[config.mk]
export PLATFORM = sky130hd
export DESIGN_NAME = cpuhp_ctrl
export DESIGN_NICKNAME = d
export VERILOG_FILES = /design/src/rtl/cpuhp_pkg.sv /design/src/rtl/cpuhp_map.sv /design/src/rtl/cpuhp_gpe.sv /design/src/rtl/cpuhp_io.sv /design/src/rtl/cpuhp_ctrl.sv
export SDC_FILE = /design/constraint.sdc
export NUM_CORES = 1
export LEC_CHECK = 0
export BUFFER_PORTS_ARGS = -buffer_cell sky130_fd_sc_hd__buf_2
export CAP_MARGIN = 10
export CORE_MARGIN = 5
export CORE_UTILIZATION = 30
export DETAILED_ROUTE_END_ITERATION = 8
export PLACE_DENSITY = 0.46
export SYNTH_ARGS = -nofsm -noshare
export SYNTH_HDL_FRONTEND = slang
export SYNTH_HIERARCHICAL = 1
export SYNTH_SLANG_ARGS = --single-unit
[constraint.sdc]
create_clock -name clk -period 2 [get_ports clk]
set_input_delay 0.1 -clock clk [delete_from_list [all_inputs] [get_ports clk]]
set_output_delay 0.1 -clock clk [all_outputs]
set_load 0.005 [all_outputs]
[src/rtl/cpuhp_pkg.sv]
package cpuhp_pkg;

    typedef enum logic [0:0] {
        BUS_IDLE = 1'b0,
        BUS_ACK  = 1'b1
    } bus_state_e;

    localparam int GPE_PCI_BIT = 1;
    localparam int GPE_CPU_BIT = 2;
    localparam logic [7:0] GPE_HP_MASK = 8'h06;

endpackage

[src/rtl/cpuhp_map.sv]
module cpuhp_map #(
    parameter int NUM_IDS = 256,
    parameter int REQ_ID_W = 9,
    parameter logic [NUM_IDS-1:0] BOOT_MAP = '0,
    localparam int NUM_BYTES = NUM_IDS / 8,
    localparam int OFF_W = $clog2(NUM_BYTES),
    localparam int IDX_W = $clog2(NUM_IDS)
) (
    input  logic                clk,
    input  logic                rst_n,
    input  logic                req_valid,
    input  logic                req_plug,
    input  logic [REQ_ID_W-1:0] req_id,
    input  logic [OFF_W-1:0]    rd_off,
    output logic [7:0]          rd_byte,
    output logic                req_ok
);

    logic [NUM_IDS-1:0] map_q;
    logic [7:0]         byte_arr [NUM_BYTES];
    logic [IDX_W-1:0]   idx;
    logic               in_range;

    assign in_range = (req_id < REQ_ID_W'(NUM_IDS));
    assign req_ok   = req_valid && in_range;
    assign idx      = req_id[IDX_W-1:0];

    always_ff @(posedge clk or negedge rst_n) begin
        if (!rst_n) begin
            map_q <= BOOT_MAP;
        end else if (req_ok) begin
            map_q[idx] <= req_plug;
        end
    end

    for (genvar g = 0; g < NUM_BYTES; g++) begin : g_bytes
        assign byte_arr[g] = map_q[g*8 +: 8];
    end

    assign rd_byte = byte_arr[rd_off];


    plug_sets_chk: assert property (@(posedge clk) disable iff (!rst_n)
        (req_valid && in_range && req_plug) |=> map_q[$past(idx)]);


    unplug_clears_chk: assert property (@(posedge clk) disable iff (!rst_n)
        (req_valid && in_range && !req_plug) |=> !map_q[$past(idx)]);


    range_ignore_chk: assert property (@(posedge clk) disable iff (!rst_n)
        (req_valid && !in_range) |=> $stable(map_q));

endmodule

[src/rtl/cpuhp_gpe.sv]
module cpuhp_gpe
    import cpuhp_pkg::*;
(
    input  logic       clk,
    input  logic       rst_n,
    input  logic       cpu_evt,
    input  logic       pci_evt,
    input  logic       fixed_evt,
    input  logic [7:0] sts_clr,
    input  logic       en_we,
    input  logic [7:0] en_wdata,
    output logic [7:0] sts,
    output logic [7:0] en,
    output logic       sci
);

    logic [7:0] sts_q;
    logic [7:0] en_q;
    logic       sci_q;
    logic [7:0] set_vec;
    logic       pending;

    always_comb begin
        set_vec = '0;
        set_vec[GPE_CPU_BIT] = cpu_evt;
        set_vec[GPE_PCI_BIT] = pci_evt;
    end

    assign pending = |(sts_q & en_q & GPE_HP_MASK);

    always_ff @(posedge clk or negedge rst_n) begin
        if (!rst_n) begin
            sts_q <= '0;
            en_q  <= '0;
            sci_q <= 1'b0;
        end else begin
            sts_q <= (sts_q & ~sts_clr) | set_vec;
            if (en_we) begin
                en_q <= en_wdata;
            end
            sci_q <= fixed_evt || pending;
        end
    end

    assign sts = sts_q;
    assign en  = en_q;
    assign sci = sci_q;


    cpu_flag_chk: assert property (@(posedge clk) disable iff (!rst_n)
        cpu_evt |=> sts_q[GPE_CPU_BIT]);


    pci_flag_chk: assert property (@(posedge clk) disable iff (!rst_n)
        pci_evt |=> sts_q[GPE_PCI_BIT]);


    flag_hold_chk: assert property (@(posedge clk) disable iff (!rst_n)
        (sts_q[GPE_CPU_BIT] && !sts_clr[GPE_CPU_BIT]) |=> sts_q[GPE_CPU_BIT]);


    sci_raise_chk: assert property (@(posedge clk) disable iff (!rst_n)
        (sts_q[GPE_CPU_BIT] && en_q[GPE_CPU_BIT]) |=> sci_q);


    sci_quiet_chk: assert property (@(posedge clk) disable iff (!rst_n)
        (!fixed_evt && !(|(sts_q & en_q))) |=> !sci_q);

endmodule

[src/rtl/cpuhp_io.sv]
module cpuhp_io
    import cpuhp_pkg::*;
#(
    parameter int ADDR_W = 16,
    parameter int NUM_BYTES = 32,
    parameter logic [ADDR_W-1:0] WIN_BASE = 16'hAF00,
    parameter logic [ADDR_W-1:0] STS_ADDR = 16'hAF20,
    parameter logic [ADDR_W-1:0] EN_ADDR  = 16'hAF21,
    localparam int OFF_W = $clog2(NUM_BYTES)
) (
    input  logic              clk,
    input  logic              rst_n,
    input  logic              io_req,
    input  logic              io_wr,
    input  logic [ADDR_W-1:0] io_addr,
    input  logic [7:0]        io_wdata,
    input  logic [7:0]        win_byte,
    input  logic [7:0]        sts,
    input  logic [7:0]        en,
    output logic [OFF_W-1:0]  win_off,
    output logic [7:0]        sts_clr,
    output logic              en_we,
    output logic [7:0]        en_wdata,
    output logic              io_ack,
    output logic [7:0]        io_rdata
);

    bus_state_e        state_q;
    bus_state_e        state_n;
    logic              accept;
    logic [ADDR_W-1:0] rel;
    logic              win_hit;
    logic [7:0]        rd_sel;
    logic [7:0]        rdata_q;

    assign accept  = (state_q == BUS_IDLE) && io_req;
    assign rel     = io_addr - WIN_BASE;
    assign win_hit = (rel < ADDR_W'(NUM_BYTES));
    assign win_off = rel[OFF_W-1:0];

    always_comb begin
        if (win_hit) begin
            rd_sel = win_byte;
        end else if (io_addr == STS_ADDR) begin
            rd_sel = sts;
        end else if (io_addr == EN_ADDR) begin
            rd_sel = en;
        end else begin
            rd_sel = '0;
        end
    end

    assign sts_clr  = (accept && io_wr && io_addr == STS_ADDR) ? io_wdata : 8'h00;
    assign en_we    = accept && io_wr && (io_addr == EN_ADDR);
    assign en_wdata = io_wdata;

    always_comb begin
        state_n = state_q;
        unique case (state_q)
            BUS_IDLE: if (io_req) state_n = BUS_ACK;
            BUS_ACK:  state_n = BUS_IDLE;
        endcase
    end

    always_ff @(posedge clk or negedge rst_n) begin
        if (!rst_n) begin
            state_q <= BUS_IDLE;
        end else begin
            state_q <= state_n;
        end
    end

    always_ff @(posedge clk or negedge rst_n) begin
        if (!rst_n) begin
            rdata_q <= '0;
        end else if (accept) begin
            rdata_q <= io_wr ? 8'h00 : rd_sel;
        end
    end

    assign io_ack   = (state_q == BUS_ACK);
    assign io_rdata = rdata_q;


    ack_follows_chk: assert property (@(posedge clk) disable iff (!rst_n)
        accept |=> io_ack);


    ack_single_chk: assert property (@(posedge clk) disable iff (!rst_n)
        io_ack |=> !io_ack);

endmodule

[src/rtl/cpuhp_ctrl.sv]
module cpuhp_ctrl #(
    parameter int NUM_IDS = 256,
    parameter int REQ_ID_W = 9,
    parameter int ADDR_W = 16,
    parameter logic [ADDR_W-1:0] WIN_BASE = 16'hAF00,
    parameter logic [ADDR_W-1:0] STS_ADDR = 16'hAF20,
    parameter logic [ADDR_W-1:0] EN_ADDR  = 16'hAF21,
    parameter logic [NUM_IDS-1:0] BOOT_MAP = NUM_IDS'(3)
) (
    input  logic                clk,
    input  logic                rst_n,
    input  logic                hp_valid,
    input  logic                hp_plug,
    input  logic [REQ_ID_W-1:0] hp_id,
    input  logic                pci_evt,
    input  logic                fixed_evt,
    input  logic                io_req,
    input  logic                io_wr,
    input  logic [ADDR_W-1:0]   io_addr,
    input  logic [7:0]          io_wdata,
    output logic                io_ack,
    output logic [7:0]          io_rdata,
    output logic                sci
);

    localparam int NUM_BYTES = NUM_IDS / 8;
    localparam int OFF_W = $clog2(NUM_BYTES);

    logic [OFF_W-1:0] win_off;
    logic [7:0]       win_byte;
    logic             req_ok;
    logic [7:0]       sts;
    logic [7:0]       en;
    logic [7:0]       sts_clr;
    logic             en_we;
    logic [7:0]       en_wdata;

    cpuhp_map #(
        .NUM_IDS  (NUM_IDS),
        .REQ_ID_W (REQ_ID_W),
        .BOOT_MAP (BOOT_MAP)
    ) u_map (
        .clk       (clk),
        .rst_n     (rst_n),
        .req_valid (hp_valid),
        .req_plug  (hp_plug),
        .req_id    (hp_id),
        .rd_off    (win_off),
        .rd_byte   (win_byte),
        .req_ok    (req_ok)
    );

    cpuhp_gpe u_gpe (
        .clk       (clk),
        .rst_n     (rst_n),
        .cpu_evt   (req_ok),
        .pci_evt   (pci_evt),
        .fixed_evt (fixed_evt),
        .sts_clr   (sts_clr),
        .en_we     (en_we),
        .en_wdata  (en_wdata),
        .sts       (sts),
        .en        (en),
        .sci       (sci)
    );

    cpuhp_io #(
        .ADDR_W    (ADDR_W),
        .NUM_BYTES (NUM_BYTES),
        .WIN_BASE  (WIN_BASE),
        .STS_ADDR  (STS_ADDR),
        .EN_ADDR   (EN_ADDR)
    ) u_io (
        .clk      (clk),
        .rst_n    (rst_n),
        .io_req   (io_req),
        .io_wr    (io_wr),
        .io_addr  (io_addr),
        .io_wdata (io_wdata),
        .win_byte (win_byte),
        .sts      (sts),
        .en       (en),
        .win_off  (win_off),
        .sts_clr  (sts_clr),
        .en_we    (en_we),
        .en_wdata (en_wdata),
        .io_ack   (io_ack),
        .io_rdata (io_rdata)
    );


    range_no_evt_chk: assert property (@(posedge clk) disable iff (!rst_n)
        (hp_valid && hp_id >= REQ_ID_W'(NUM_IDS)) |-> !req_ok);

endmodule

==> impl_metrics.csv <==
group,metric,value,unit
placed_design,gp_congestion,0.764,
cts,clk-insertion-delay-late,520,ps
final_layout,instances_no_fill,1899,
floorplan,core,49100,um2
setup_path,arrival,2410,ps
floorplan,initial_core_util,0.304,
logic_synthesis,synth_seq_cells,282,
logic_synthesis,synthArstFlopShare,1.00,
worst_hold_path,holdCritStartpoint,"io_addr[6]",
global_routing,grt_pass1_vias,10500,
setup_path,worstPathRequired,2400,ps
setup_path,cp_max_fo,2,
setup_path,crit_family,"multiplexers",
global_routing,antenna_found_initial,0,
logic_synthesis,synthCells,1144,
timing,setup_ws,-17.6,ps
final_layout,fillers,4722,
global_routing,grt_max_degree,66,
setup_path,crit_top_cell,"mux4_2",
timing,tightestPinTransition,729,ps
timing,layout_worst_path_cycle_share,1.01,
placed_design,hpwl,27.8,mm
timing,finalSetupViolations,3,
timing,min_period,2020,ps
logic_synthesis,synth_area_leaders,"dfrtp_1 47%, mux2_2 20%, mux4_2 12%, nand3_1 4.7%, nor3_1 3.2%",
setup_path,reg2reg_to,"u_io/io_rdata[6]",
cts,cts-root-buf,"clkbuf_16",
logic_synthesis,synth_top_area_cell,"dfrtp_1",
cts,htree_levels,2,
placed_design,io_buffer_count,50,
global_routing,grt-ovfl-total,0,
run,drv_cap,0,
logic_synthesis,syn_avg_cell_area,13.0,um2
logic_synthesis,yosysWarningCount,6,
pwr,ir_worst_vdd,0.401,mV
global_routing,grt_pass1_wl,67.7,mm
logic_synthesis,synth_edf_count,0,
setup_path,cpMaxStageDelayCell,"mux4_2",
setup_path,r2r_start,"u_map/map_q[62]",
worst_hold_path,hold-path-cell-count,4,
floorplan,rows,81,
timing,hold_violations,0,
floorplan,die_area,54300,um2
timing,fin_skew,11.9,ps
route,drt-wirelength-per-cell,22.6,um
outcome,violations,"negative setup slack",
final_layout,syn_to_final_growth,20.1,%
pwr,powerDensity,770,nW/um2
route,vias_per_cell,5.26,
final_layout,antenna_cells,0,
logic_synthesis,syn_area,14900,um2
worst_hold_path,hold_end,"u_io/io_rdata[6]",
pwr,power,13.8,mW
timing,rsz0062_at_grt,"yes",
setup_path,crit_type,"flip-flop to flip-flop",
logic_synthesis,yosysMostFrequentCell,"dfrtp_1",
final_layout,nets,1252,
timing,fmax,0.496,GHz
floorplan,ios,51,
route,ant_nets,0,
logic_synthesis,netlist.area_leader.share,0.470,
cts,clkTransAtPathRegs,60,ps
route,routed_wl,42.9,mm
pwr,p_leak,7.83,nW
final_layout,drive_gt1_frac,0.486,
setup_path,start_kind,"flip-flop",
logic_synthesis,synth_ff_type,"dfrtp_1",
setup_path,ff2ff_setup_slack,-20,ps
route,drtPass1Iterations,4,
logic_synthesis,yosysUniqueCellTypes,41,
worst_hold_path,hold_class,"input port to flip-flop",
setup_path,slowest_delay,470,ps
logic_synthesis,mappedNetlistNets,1185,
route,route.vias.total,9993,
cts,numCtsBuffers,34,
cts,clockBufferDepth,3,
cts,cts_sinks,282,
setup_path,path_buf_inv,0,
setup_path,r2r_cells,6,
floorplan,die_x,233,um
outcome,status,"finished with violations",
route,drt-initial-drc-count,782,
timing,fin_tns_setup,-33.1,ps
placed_design,post-place-cells,1824,
cts,cts_tree,"built",
setup_path,endpoint_kind,"flip-flop",
setup_path,path_cells,"mux4_2, mux4_2, mux2_4, nand2_1, or3_1, o211ai_2",
floorplan,dieHeight,233,um
logic_synthesis,synth_commonest_cells,"280 x dfrtp_1, 264 x mux2_2, 140 x nand3_1",
timing,whs,33.8,ps
global_routing,grtUsageTotal,0.161,
route,route.detailed.drc,0,
timing,slew_violations,0,
logic_synthesis,yosysSeqAreaShare,0.473,
timing,relSlewSlack,0.514,
-- sequential cells by signal (all words and copies together) (netlist names) --
name,count
u_gpe/en,8
u_gpe/sci,1
u_gpe/sts,8
u_io/io_ack,1
u_io/io_rdata,8
u_map/map_q,256
-- stage by stage --
step | area [um2] | setup WS [ps] | util
6_report | 17900 | -17.6 | 0.365
5_1_grt | 17900 | -125 | 0.365
4_1_cts | 17900 | -16.1 | 0.365
3_5_place_dp | 16500 | -235 | 0.337
3_3_place_gp | 16500 | -219 | 0.337
2_1_floorplan | 15000 | -21.1 | -
-- tightest hold or removal path, cell delays in order --
cell,delay (ps)
buf_2,90
or4_1,130
or3_1,120
o211ai_2,70
-- logic make-up after synthesis --
logic type | share of synthesized area
AOI/OAI and AO/OA | 0.00897
buffers and inverters | 0.0455
DFF | 0.473
muxes | 0.333
and+or+nand+nor | 0.139
-- area by class of cell --
cell class	count	area (um2)	share of cell area
tap	664	831	0.0464
timing repair buffer	178	1530	0.0854
clock buffer	50	1020	0.0572
inverter	4	17.5	0.000978
multi-input combinational	711	7280	0.406
sequential	282	7060	0.394
clock inverter	10	175	0.00978
-- placed cells by master, fill, tap and decap left out, types with 2 or more instances in the layout --
cell type      instances
mux4_2                80
buf_2                 46
and4b_1                2
bufinv_16              5
clkbuf_1               8
nor3_1                96
buf_12                21
nor4bb_1               5
mux2_2               258
clkbuf_8               5
nand4_1                2
dfrtp_1              280
nor3b_1               15
o21ai_1                7
mux2_4                14
nand4bb_1              7
nor4bb_2              11
nand4b_1               9
nand2_1                2
nand2b_1               2
nor4b_2                8
nor2_1                 2
nor2b_1                7
inv_1                  3
a32oi_1                7
or4b_2                 4
buf_4                 95
or4_1                  2
and4_1                10
nor4_2                 2
dlygate4sd3_1         14
clkinv_2               5
dfstp_2                2
clkbuf_16             37
a21o_1                 2
nand3_1              140
mux2i_1                8
-- worst max path at each step --
stage	slack, ps	cells after the start	to	startpoint
CTS	-20	5	u_io/io_rdata[2]	u_map/map_q[2]
finish	-20	6	u_io/io_rdata[6]	u_map/map_q[62]
global route	-120	5	u_io/io_rdata[2]	u_map/map_q[186]
global placement	-220	7	u_io/io_rdata[7]	io_addr[1]
floorplan	-20	8	u_io/io_rdata[3]	io_addr[1]
detailed placement	-240	7	u_io/io_rdata[7]	io_addr[1]
-- what timing repair did --
item,4_1_cts,5_1_grt
pin swaps,1,1
endpoints found under the hold margin,301,0
buffers inserted,1,0
gates resized for setup,3,2
hold buffers,14,0
endpoints found under the setup margin,5,8
-- metal layers --
layer  wire length [um]  global-route usage  vias up
li1                   -                   -     4447
met1              20900               0.236     5305
met2              19400               0.248      190
met3               1660              0.0268       51
met4                894              0.0399        0
met5                  0                   0        -
-- power by group --
| part | total (mW) | switching, mW | internal, mW | leakage [nW] |
|---|---|---|---|---|
| Sequential | 5.93 | 0.0782 | 5.85 | 3.90 |
| Combinational | 1.23 | 0.717 | 0.512 | 3.34 |
| Clock | 6.63 | 2.44 | 4.19 | 0.592 |
| Total | 13.8 | 3.24 | 10.6 | 7.83 |
Note: power is estimated with default switching activity, not from simulation.
